**config.mk**
```make
export PLATFORM = sky130hd
export DESIGN_NAME = branch_predictor_penalty
export DESIGN_NICKNAME = d
export VERILOG_FILES = /design/src/rtl/bp_pkg.sv /design/src/rtl/bp_counter_table.sv /design/src/rtl/bp_fetch_penalty.sv /design/src/rtl/branch_predictor_penalty.sv
export SDC_FILE = /design/constraint.sdc
export NUM_CORES = 1
export LEC_CHECK = 0
export BUFFER_PORTS_ARGS = -buffer_cell sky130_fd_sc_hd__buf_2
export CAP_MARGIN = 20
export CORE_UTILIZATION = 50
export CTS_CLUSTER_DIAMETER = 50
export CTS_CLUSTER_SIZE = 25
export DETAILED_ROUTE_END_ITERATION = 8
export GPL_TIMING_DRIVEN = 0
export PLACE_DENSITY = 0.69
export SYNTH_ARGS = -nofsm -noshare
export SYNTH_HDL_FRONTEND = slang
export SYNTH_SLANG_ARGS = --single-unit
```
**constraint.sdc**
```tcl
create_clock -name clk -period 7.72 [get_ports clk]
set_input_delay 1.544 -clock clk [delete_from_list [all_inputs] [get_ports clk]]
set_output_delay 1.544 -clock clk [all_outputs]
set_load 0.01 [all_outputs]
```
**src/rtl/bp_pkg.sv**
```systemverilog
// Shared types and helpers for the branch predictor.
// Assumes counters are two bits wide and saturate at both ends.
package bp_pkg;

    typedef enum logic [2:0] {
        KIND_PLAIN  = 3'd0,
        KIND_IMM16  = 3'd1,
        KIND_IMM32  = 3'd2,
        KIND_BRANCH = 3'd3,
        KIND_JUMP   = 3'd4
    } inst_kind_e;

    localparam int CTR_W   = 2;
    localparam int CTR_MAX = (1 << CTR_W) - 1;

    // Move a saturating counter one step toward the outcome.
    function automatic logic [CTR_W-1:0] ctr_step(input logic [CTR_W-1:0] cur,
                                                  input logic up);
        logic [CTR_W-1:0] nxt;
        nxt = cur;
        if (up && cur != CTR_W'(CTR_MAX)) nxt = cur + 1'b1;
        if (!up && cur != '0)             nxt = cur - 1'b1;
        return nxt;
    endfunction

endpackage

```
**src/rtl/bp_counter_table.sv**
```systemverilog
// Direct-mapped table of saturating counters.
// Reads are combinational, so a lookup always sees the value from before
// the same-cycle update. Writes land at the rising edge. Reset is
// synchronous and active low, and it clears all entries.
module bp_counter_table
    import bp_pkg::*;
#(
    parameter int ENTRIES = 64,
    localparam int IDX_W  = $clog2(ENTRIES)
) (
    input  logic             clk,
    input  logic             rst_n,
    input  logic [IDX_W-1:0] rd_idx,
    input  logic             wr_en,
    input  logic             wr_up,
    output logic [CTR_W-1:0] rd_ctr
);

    logic [CTR_W-1:0] ctr_q [ENTRIES];

    // Select the addressed counter.
    assign rd_ctr = ctr_q[rd_idx];

    // Clear on reset, otherwise step the addressed counter on a write.
    always_ff @(posedge clk) begin
        if (!rst_n) begin
            for (int i = 0; i < ENTRIES; i++) ctr_q[i] <= '0;
        end else if (wr_en) begin
            ctr_q[rd_idx] <= ctr_step(rd_ctr, wr_up);
        end
    end

    // at the top limit a taken update keeps the counter at its maximum.
    assert_sat_top_R4: assert property (@(posedge clk) disable iff (!rst_n)
        (wr_en && wr_up && rd_ctr == CTR_W'(CTR_MAX))
        |=> ctr_q[$past(rd_idx)] == CTR_W'(CTR_MAX));

    // at the bottom limit a not-taken update keeps the counter at zero.
    assert_sat_floor_R4: assert property (@(posedge clk) disable iff (!rst_n)
        (wr_en && !wr_up && rd_ctr == '0) |=> ctr_q[$past(rd_idx)] == '0);

    // below the top limit a taken update moves the counter up by one.
    assert_step_up_R4: assert property (@(posedge clk) disable iff (!rst_n)
        (wr_en && wr_up && rd_ctr != CTR_W'(CTR_MAX))
        |=> ctr_q[$past(rd_idx)] == $past(rd_ctr) + 1'b1);

    // an entry that is not written keeps its value.
    for (genvar g = 0; g < ENTRIES; g++) begin : g_hold
        assert_entry_hold_R9: assert property (@(posedge clk) disable iff (!rst_n)
            !(wr_en && rd_idx == IDX_W'(g)) |=> $stable(ctr_q[g]));
    end

endmodule

```
**src/rtl/bp_fetch_penalty.sv**
```systemverilog
// Tracks whether the previous valid instruction redirected fetch. It
// charges one cycle to a constant-carrying instruction that follows a
// redirect and ends at the line boundary.
// Assumes instructions are aligned to 16 bits, so the line offset seen
// here is the address bits between bit 1 and the line size.
module bp_fetch_penalty
    import bp_pkg::*;
#(
    parameter int LINE_BYTES = 32,
    localparam int OFS_W     = $clog2(LINE_BYTES) - 1
) (
    input  logic             clk,
    input  logic             rst_n,
    input  logic             inst_valid,
    input  inst_kind_e       inst_kind,
    input  logic             inst_taken,
    input  logic [OFS_W-1:0] line_ofs,
    output logic             mark,
    output logic             fetch_stall
);

    localparam logic [OFS_W-1:0] LAST_HALF = '1;
    localparam logic [OFS_W-1:0] LAST_WORD = LAST_HALF - 1'b1;

    logic redirect;
    logic imm16_cross;
    logic imm32_cross;

    // A taken conditional branch or any jump redirects fetch.
    assign redirect = (inst_kind == KIND_BRANCH && inst_taken) || inst_kind == KIND_JUMP;

    // Record the redirect status of each valid instruction; idle cycles hold.
    always_ff @(posedge clk) begin
        if (!rst_n)          mark <= 1'b0;
        else if (inst_valid) mark <= redirect;
    end

    // Detect a constant field running past the end of the fetch line.
    assign imm16_cross = inst_kind == KIND_IMM16 && line_ofs == LAST_HALF;
    assign imm32_cross = inst_kind == KIND_IMM32 && line_ofs == LAST_WORD;

    // Charge one cycle only right after a redirect.
    assign fetch_stall = inst_valid && mark && (imm16_cross || imm32_cross);

    // a redirecting instruction leaves the marker set.
    assert_mark_set_R6: assert property (@(posedge clk) disable iff (!rst_n)
        (inst_valid && redirect) |=> mark);

    // an idle cycle does not change the marker.
    assert_mark_idle_R6: assert property (@(posedge clk) disable iff (!rst_n)
        !inst_valid |=> $stable(mark));

    // the line penalty needs a preceding redirect.
    assert_stall_needs_mark_R7: assert property (@(posedge clk) disable iff (!rst_n)
        fetch_stall |-> mark);

endmodule

```
**src/rtl/branch_predictor_penalty.sv**
```systemverilog
// Top level: two-bit counter branch prediction with stall accounting.
// One instruction may be presented per cycle. The outputs are
// combinational on the presented instruction. State updates at the
// rising edge. Reset is synchronous and active low.
module branch_predictor_penalty
    import bp_pkg::*;
#(
    parameter int PC_W         = 32,
    parameter int ENTRIES      = 64,
    parameter int LINE_BYTES   = 32,
    parameter int MISS_PENALTY = 2,
    parameter int STALL_W      = 2
) (
    input  logic               clk,
    input  logic               rst_n,
    input  logic               inst_valid,
    input  logic [2:0]         inst_kind,
    input  logic [PC_W-1:0]    inst_pc,
    input  logic               inst_taken,
    output logic               pred_taken,
    output logic               mispredict,
    output logic [STALL_W-1:0] stall_cycles,
    output logic               jump_mark
);

    localparam int IDX_W = $clog2(ENTRIES);
    localparam int OFS_W = $clog2(LINE_BYTES) - 1;

    inst_kind_e       kind;
    logic             is_branch;
    logic [IDX_W-1:0] idx;
    logic [CTR_W-1:0] ctr;
    logic             fetch_stall;
    logic             pc_unused;

    // Decode the kind code and the branch qualifier.
    assign kind      = inst_kind_e'(inst_kind);
    assign is_branch = inst_valid && kind == KIND_BRANCH;

    // Index from halfword address bits; bit 0 is never set by aligned code.
    assign idx       = inst_pc[IDX_W:1];
    assign pc_unused = ^{inst_pc[PC_W-1:IDX_W+1], inst_pc[0]};

    bp_counter_table #(
        .ENTRIES (ENTRIES)
    ) u_table (
        .clk    (clk),
        .rst_n  (rst_n),
        .rd_idx (idx),
        .wr_en  (is_branch),
        .wr_up  (inst_taken),
        .rd_ctr (ctr)
    );

    bp_fetch_penalty #(
        .LINE_BYTES (LINE_BYTES)
    ) u_fetch (
        .clk         (clk),
        .rst_n       (rst_n),
        .inst_valid  (inst_valid),
        .inst_kind   (kind),
        .inst_taken  (inst_taken),
        .line_ofs    (inst_pc[OFS_W:1]),
        .mark        (jump_mark),
        .fetch_stall (fetch_stall)
    );

    // Predict from the upper counter bit and compare with the outcome.
    assign pred_taken = is_branch && ctr[CTR_W-1];
    assign mispredict = is_branch && (ctr[CTR_W-1] != inst_taken);

    // A mispredict costs the fixed penalty; otherwise the line penalty applies.
    always_comb begin
        if (mispredict)       stall_cycles = STALL_W'(MISS_PENALTY);
        else if (fetch_stall) stall_cycles = STALL_W'(1);
        else                  stall_cycles = '0;
    end

    // every mispredict is charged the fixed penalty.
    assert_miss_cost_R5: assert property (@(posedge clk) disable iff (!rst_n)
        mispredict |-> stall_cycles == STALL_W'(MISS_PENALTY));

    // no mispredict without a valid conditional branch.
    assert_miss_only_branch_R9: assert property (@(posedge clk) disable iff (!rst_n)
        (!inst_valid || inst_kind != 3'd3) |-> !mispredict);

    // a predicted-taken branch whose outcome is taken is not flagged.
    assert_pred_match_R3: assert property (@(posedge clk) disable iff (!rst_n)
        (pred_taken && inst_taken) |-> !mispredict);

endmodule

```
==> results of run 1 <==
## routing by layer
layer	share of wire [%]	vias to the layer above	global-route usage, %
met3	9.4	58	7.01
met4	4.2	0	14.6
met5	0	-	0
met1	40	2389	34.8
li1	-	2166	-
met2	47	304	43.0
## critical path, cell delays in order
cell and delay [ns]:
buf_2 0.16, buf_2 0.37, buf_2 0.41, mux2i_1 0.28, o22ai_1 0.11, o21ai_0 0.26, nand4_1 0.16, and4b_1 0.27
buf_2 0.17, xor2_1 0.16, nor2_1 0.07, buf_4 0.12, buf_2 0.13
## synth_stat cells, types with 2 or more instances
cell type  count
a21oi_1        5
a22o_1         3
a22oi_1        6
a31oi_1        2
buf_2         14
buf_4          8
buf_6          8
clkbuf_1      12
edfxtp_1     128
ha_1           2
inv_1          5
mux2_2         7
mux2i_1       26
mux4_2        14
nand2_1      141
nand2b_1       4
nand3_1        2
nand4_1        2
nand4b_1       2
nor2_1       142
nor2b_1        5
nor3_1         8
nor3b_1        3
o211ai_1       3
o21ai_0        9
o221a_2        3
o22ai_1       10
or2_2          2
or3_1          2
## area by class of cell
class	instances	area, um2	share of cell area [%]
plain buffers	43	269	3.62
clock buffers	20	437	5.88
clock inverters	12	165	2.22
inverters	5	18.8	0.253
multi-input cells	417	2350	31.6
flip-flops and latches	129	3860	52.0
well taps	172	215	2.90
repair buffers	19	110	1.48
## metrics by stage
| stage | hold slack [ns] | area, um2 | instances | setup slack (ns) |
|---|---|---|---|---|
| 2_1_floorplan | 0.559 | 6490 | 594 | 2.68 |
| 3_3_place_gp | 0.512 | 6770 | 779 | 2.00 |
| 3_5_place_dp | 0.553 | 6800 | 781 | 1.99 |
| 4_1_cts | 0.567 | 7400 | 813 | 1.99 |
| 5_1_grt | 0.585 | 7430 | 817 | 1.81 |
| 6_report | 0.573 | 7430 | 817 | 1.95 |
## flip-flops by register name (all words and copies together) (netlist names)
| register | flops |
|---|---|
| u_fetch.mark | 1 |
| u_table.ctr_q | 128 |
## final timing paths
kind	from	slack, ns	depth (start not counted)	to
setup reg to reg	u_table.ctr_q[10][0]	4.12	13	u_table.ctr_q[53][1]
setup / recovery	inst_pc[3]	1.95	13	stall_cycles[1]
hold / removal	u_fetch.mark	0.57	1	u_fetch.mark
hold reg to reg	u_fetch.mark	0.57	1	u_fetch.mark
## cell families (layout without fill, tap and decap cells)
family,count (synthesis),count (layout),synth area share [%]
AO/OA/AOI/OAI,48,48,5.11
adder cells (fa/ha/maj),2,2,0.385
multiplexers,47,47,10.1
buffers and inverters,48,99,4.43
AND/OR/NAND/NOR,318,318,19.9
XOR/XNOR,2,2,0.559
flip-flops,129,129,59.5
## where the power goes
| part | internal (mW) | total, mW | switching, mW |
|---|---|---|---|
| clock network | 0.535 | 0.827 | 0.292 |
| registers | 0.791 | 0.799 | 0.00764 |
| logic | 0.0840 | 0.252 | 0.168 |
| total | 1.41 | 1.88 | 0.467 |
==> run_results.csv, run 1 <==
group,metric,value,unit
clock_network,post_cts_buffers,0,
cells_and_area,antennaDiodeCount,0,
yosys,syn_inst,594,
setup_path,worstPathArrival,4.23,ns
floorplan,fp.dieH,116,um
cells_and_area,syn_to_final_growth,14.4,%
floorplan,core_area,12600,um2
power,p_leak,2.84,nW
routing,post_drt_wl_per_cell,21.5,um
global_routing,antenna_found_initial,0,
yosys,ys_types,45,
job,cap_violations,0,
global_routing,grt_pass1_wl,25500,um
routing,drtPass1Iterations,6,
yosys,ys.flop_type,"edfxtp_1",
routing,ant_nets,0,
sta,worst_pin_slew,1.16,ns
sta,clock_skew,0.00759,ns
clock_network,cts.sinks,129,
clock_network,clock_latency,0.42,ns
place,gp_congestion,0.884,
floorplan,start_util,51.4,%
cells_and_area,layout_commonest_cell,"nor2_1",
clock_network,cts_max_level,4,
setup_path,crit_fanout,10,
routing,vias,4917,
sta,fmax,173,MHz
floorplan,die_w,116,um
setup_path,startpoint_type,"input port",
cells_and_area,fin_util,58.9,%
yosys,yosysWarnings,0,
cells_and_area,n_fill_cell,1028,
clock_network,cts.repair.resized,0,
power,power,1.88,mW
sta,fin_crit,5.77,ns
worst_hold_path,holdCritPathClass,"flop to flop",
power,peakVddDrop,0.173,mV
setup_path,worst_setup_path_end_kind,"primary output",
sta,timing.final.crit_share,74.8,%
cells_and_area,drive_gt1_share,16.4,%
setup_path,crit_type,"input port to primary output",
clock_network,cts_buffers,17,
clock_network,cts_root_buf,"clkbuf_16",
yosys,postSynth.asyncResetShare,0,%
cells_and_area,fin_nets,673,
clock_network,holdBufCountCts,0,
global_routing,grt_max_degree,17,
yosys,synth.net_count,635,
yosys,synth_edf_count,128,
yosys,synth_area,6490,um2
routing,dr.first_iter.drc_count,729,
yosys,synth_top_area_cell,"edfxtp_1",
routing,avgViaCountPerCell,6.02,
sta,finalSetupTns,0,ns
global_routing,grt_overflow,0,
clock_network,clk_pin_slew,0.05,ns
clock_network,clk_path_buf_depth,2,
cells_and_area,mostFrequentLayoutCells,"nor2_1 (142), nand2_1 (141), edfxtp_1 (128)",
floorplan,rows,41,
setup_path,cp.required,6.18,ns
clock_network,cts_tree,"done",
yosys,netlist_top_cells_area,"edfxtp_1 (59%), nor2_1 (8.2%), nand2_1 (8.2%), mux4_2 (4.9%), mux2i_1 (4.0%)",
sta,setup_violations,0,
yosys,yosysSeqAreaShare,59.5,%
yosys,synth-seq-cells,129,
routing,routed_wl,17500,um
yosys,yosys.area.top_type_share,59.2,%
sta,drv_slew,0,
routing,drc,0,
place,hpwl,11700,um
global_routing,track_usage,27.3,%
outcome,status,"completed",
floorplan,dieArea,13400,um2
power,p_per_area,253,nW/um2
sta,relSlewSlack,22.5,%
floorplan,pin_count,44,
global_routing,grt_pass1_vias,4522,
sta,rsz0062_at_grt,"false",
yosys,synth_area_per_cell,10.9,um2
sta,hold_viol,0,
place,io_buffer_count,13,
Note: power is estimated with default switching activity, not from simulation.
==> run 2, diff against run 1 <==
PLACE_DENSITY = 0.72   (was 0.69)
clock period = 5.26 ns   (was 7.72 ns; I/O delays follow)
==> run 2 against run 1 <==
Effect of this change:
- final cell count decreased by 0.37%
- critical endpoint unchanged
- total power increased by 43%
- combinational power increased by 46%
- utilization decreased by 0.39 points
- non-clock buffer count decreased by 3
- die area unchanged
- critical path depth unchanged
- wire length decreased by 1.9%
- clock power increased by 39%
==> run_results.csv, run 2 (synthesis gave the netlist of run 1 again) <==
group,metric,value,unit
routing,post_drt_wl_per_cell,21.1,um
routing,avgViaCountPerCell,6.10,
place,hpwl,11600,um
clock_network,cts.sinks,129,
sta,fin_crit,4.82,ns
routing,ant_nets,0,
sta,rsz0062_at_grt,"false",
sta,setup_violations,0,
sta,timing.final.crit_share,91.7,%
floorplan,start_util,51.4,%
setup_path,reg2reg_to,"u_table.ctr_q[39][0]",
floorplan,core_area,12600,um2
sta,whs,0.539,ns
global_routing,antenna_found_initial,0,
setup_path,worst_setup_path_end_kind,"primary output",
worst_hold_path,hold_end,"u_fetch.mark",
setup_path,r2r_start,"u_table.ctr_q[11][0]",
routing,drtPass1Iterations,5,
global_routing,grt_util_met2,43.0,%
place,gp_congestion,0.894,
worst_hold_path,min_from,"u_fetch.mark",
sta,worst_pin_slew,1.27,ns
job,cap_violations,0,
cells_and_area,largest_register,"u_table.ctr_q",
power,p_per_area,364,nW/um2
sta,drv_slew,0,
global_routing,track_usage,27.1,%
setup_path,worstPathArrival,3.77,ns
sta,fmax,207,MHz
outcome,status,"completed",
clock_network,cts_tree,"done",
sta,hold_viol,0,
cells_and_area,largest_reg_flops,128,
global_routing,grt_use_met1,32.3,%
routing,dr.first_iter.drc_count,673,
floorplan,rows,41,
routing,routed_wl,17200,um
cells_and_area,syn_to_final_growth,13.7,%
setup_path,regToRegSetupSlack,1.70,ns
routing,drc,0,
setup_path,startpoint_type,"input port",
setup_path,reg2reg_depth,11,
floorplan,dieArea,13400,um2
worst_hold_path,holdCritPathClass,"flop to flop",
power,p_leak,2.81,nW
floorplan,die_w,116,um
global_routing,busiest_layer,"met2",
global_routing,grt_max_degree,17,
clock_network,cts_root_buf,"clkbuf_16",
clock_network,cts.repair.resized,0,
clock_network,cts_buffers,17,
clock_network,holdBufCountCts,0,
power,power,2.69,mW
power,peakVddDrop,0.302,mV
cells_and_area,antennaDiodeCount,0,
global_routing,use_met3,8.68,%
cells_and_area,drive_gt1_share,15.9,%
clock_network,post_cts_buffers,0,
place,io_buffer_count,13,
clock_network,clk_path_buf_depth,2,
clock_network,clk_pin_slew,0.06,ns
global_routing,grt_pass1_vias,4770,
setup_path,crit_type,"input port to primary output",
floorplan,pin_count,44,
global_routing,grt_overflow,0,
cells_and_area,fin_nets,670,
sta,clock_skew,0.00551,ns
clock_network,clock_latency,0.42,ns
floorplan,fp.dieH,116,um
sta,finalSetupTns,0,ns
cells_and_area,layout_commonest_cell,"nor2_1",
worst_hold_path,min_path_cells,1,
setup_path,cp.required,4.21,ns
routing,vias,4964,
sta,relSlewSlack,15.1,%
clock_network,cts_max_level,4,
setup_path,crit_fanout,10,
cells_and_area,reg_top3,"u_table.ctr_q (128), u_fetch.mark (1)",
cells_and_area,mostFrequentLayoutCells,"nor2_1 (142), nand2_1 (141), edfxtp_1 (128)",
global_routing,grt_pass1_wl,25700,um
## run 2: layer usage
| layer | vias up | part of all wire [%] |
|---|---|---|
| li1 | 2172 | - |
| met1 | 2374 | 36 |
| met2 | 340 | 47 |
| met3 | 78 | 11 |
| met4 | 0 | 5.0 |
| met5 | - | 0 |
## run 2: how the worst max path moves through the flow
stage / from / to / slack [ns]
floorplan: inst_pc[1] / stall_cycles[1] / 1.21
detailed placement: inst_pc[3] / stall_cycles[1] / 0.53
CTS: inst_pc[3] / stall_cycles[1] / 0.52
finish: inst_pc[3] / stall_cycles[1] / 0.44
global placement: inst_pc[3] / stall_cycles[1] / 0.56
global route: inst_pc[3] / stall_cycles[1] / 0.38
## run 2: power by group
| part | total [mW] | internal (mW) | switching (mW) |
|---|---|---|---|
| Sequential | 1.17 | 1.16 | 0.0113 |
| Clock | 1.15 | 0.732 | 0.418 |
| Combinational | 0.367 | 0.124 | 0.244 |
## run 2: area by class of cell
cell class,instances,area [um2]
Inverter,5,18.8
Fill cell,1010,5240
Multi-Input combinational cell,417,2350
Buffer,43,269
Timing Repair Buffer,16,87.6
Clock inverter,14,146
Clock buffer,18,429
Tap cell,172,215
Sequential cell,129,3860
## run 2: worst max-delay path, cell delays in order
cell and delay [ns]:
buf_2 0.17, buf_2 0.38, buf_2 0.42, mux2i_1 0.31, o22ai_1 0.11, o21ai_0 0.22, nand4_1 0.18, and4b_1 0.28
buf_2 0.16, xor2_1 0.16, nor2_1 0.07, buf_4 0.12, buf_2 0.13
## run 2: through the flow
| stage | utilization, % | worst slack [ns] | instance area (um2) | cells |
|---|---|---|---|---|
| floorplan | - | 1.21 | 6490 | 594 |
| global placement | 53.7 | 0.555 | 6770 | 779 |
| detailed placement | 53.8 | 0.528 | 6790 | 780 |
| CTS | 58.4 | 0.520 | 7360 | 812 |
| global route | 58.5 | 0.378 | 7380 | 814 |
| finish | 58.5 | 0.439 | 7380 | 814 |
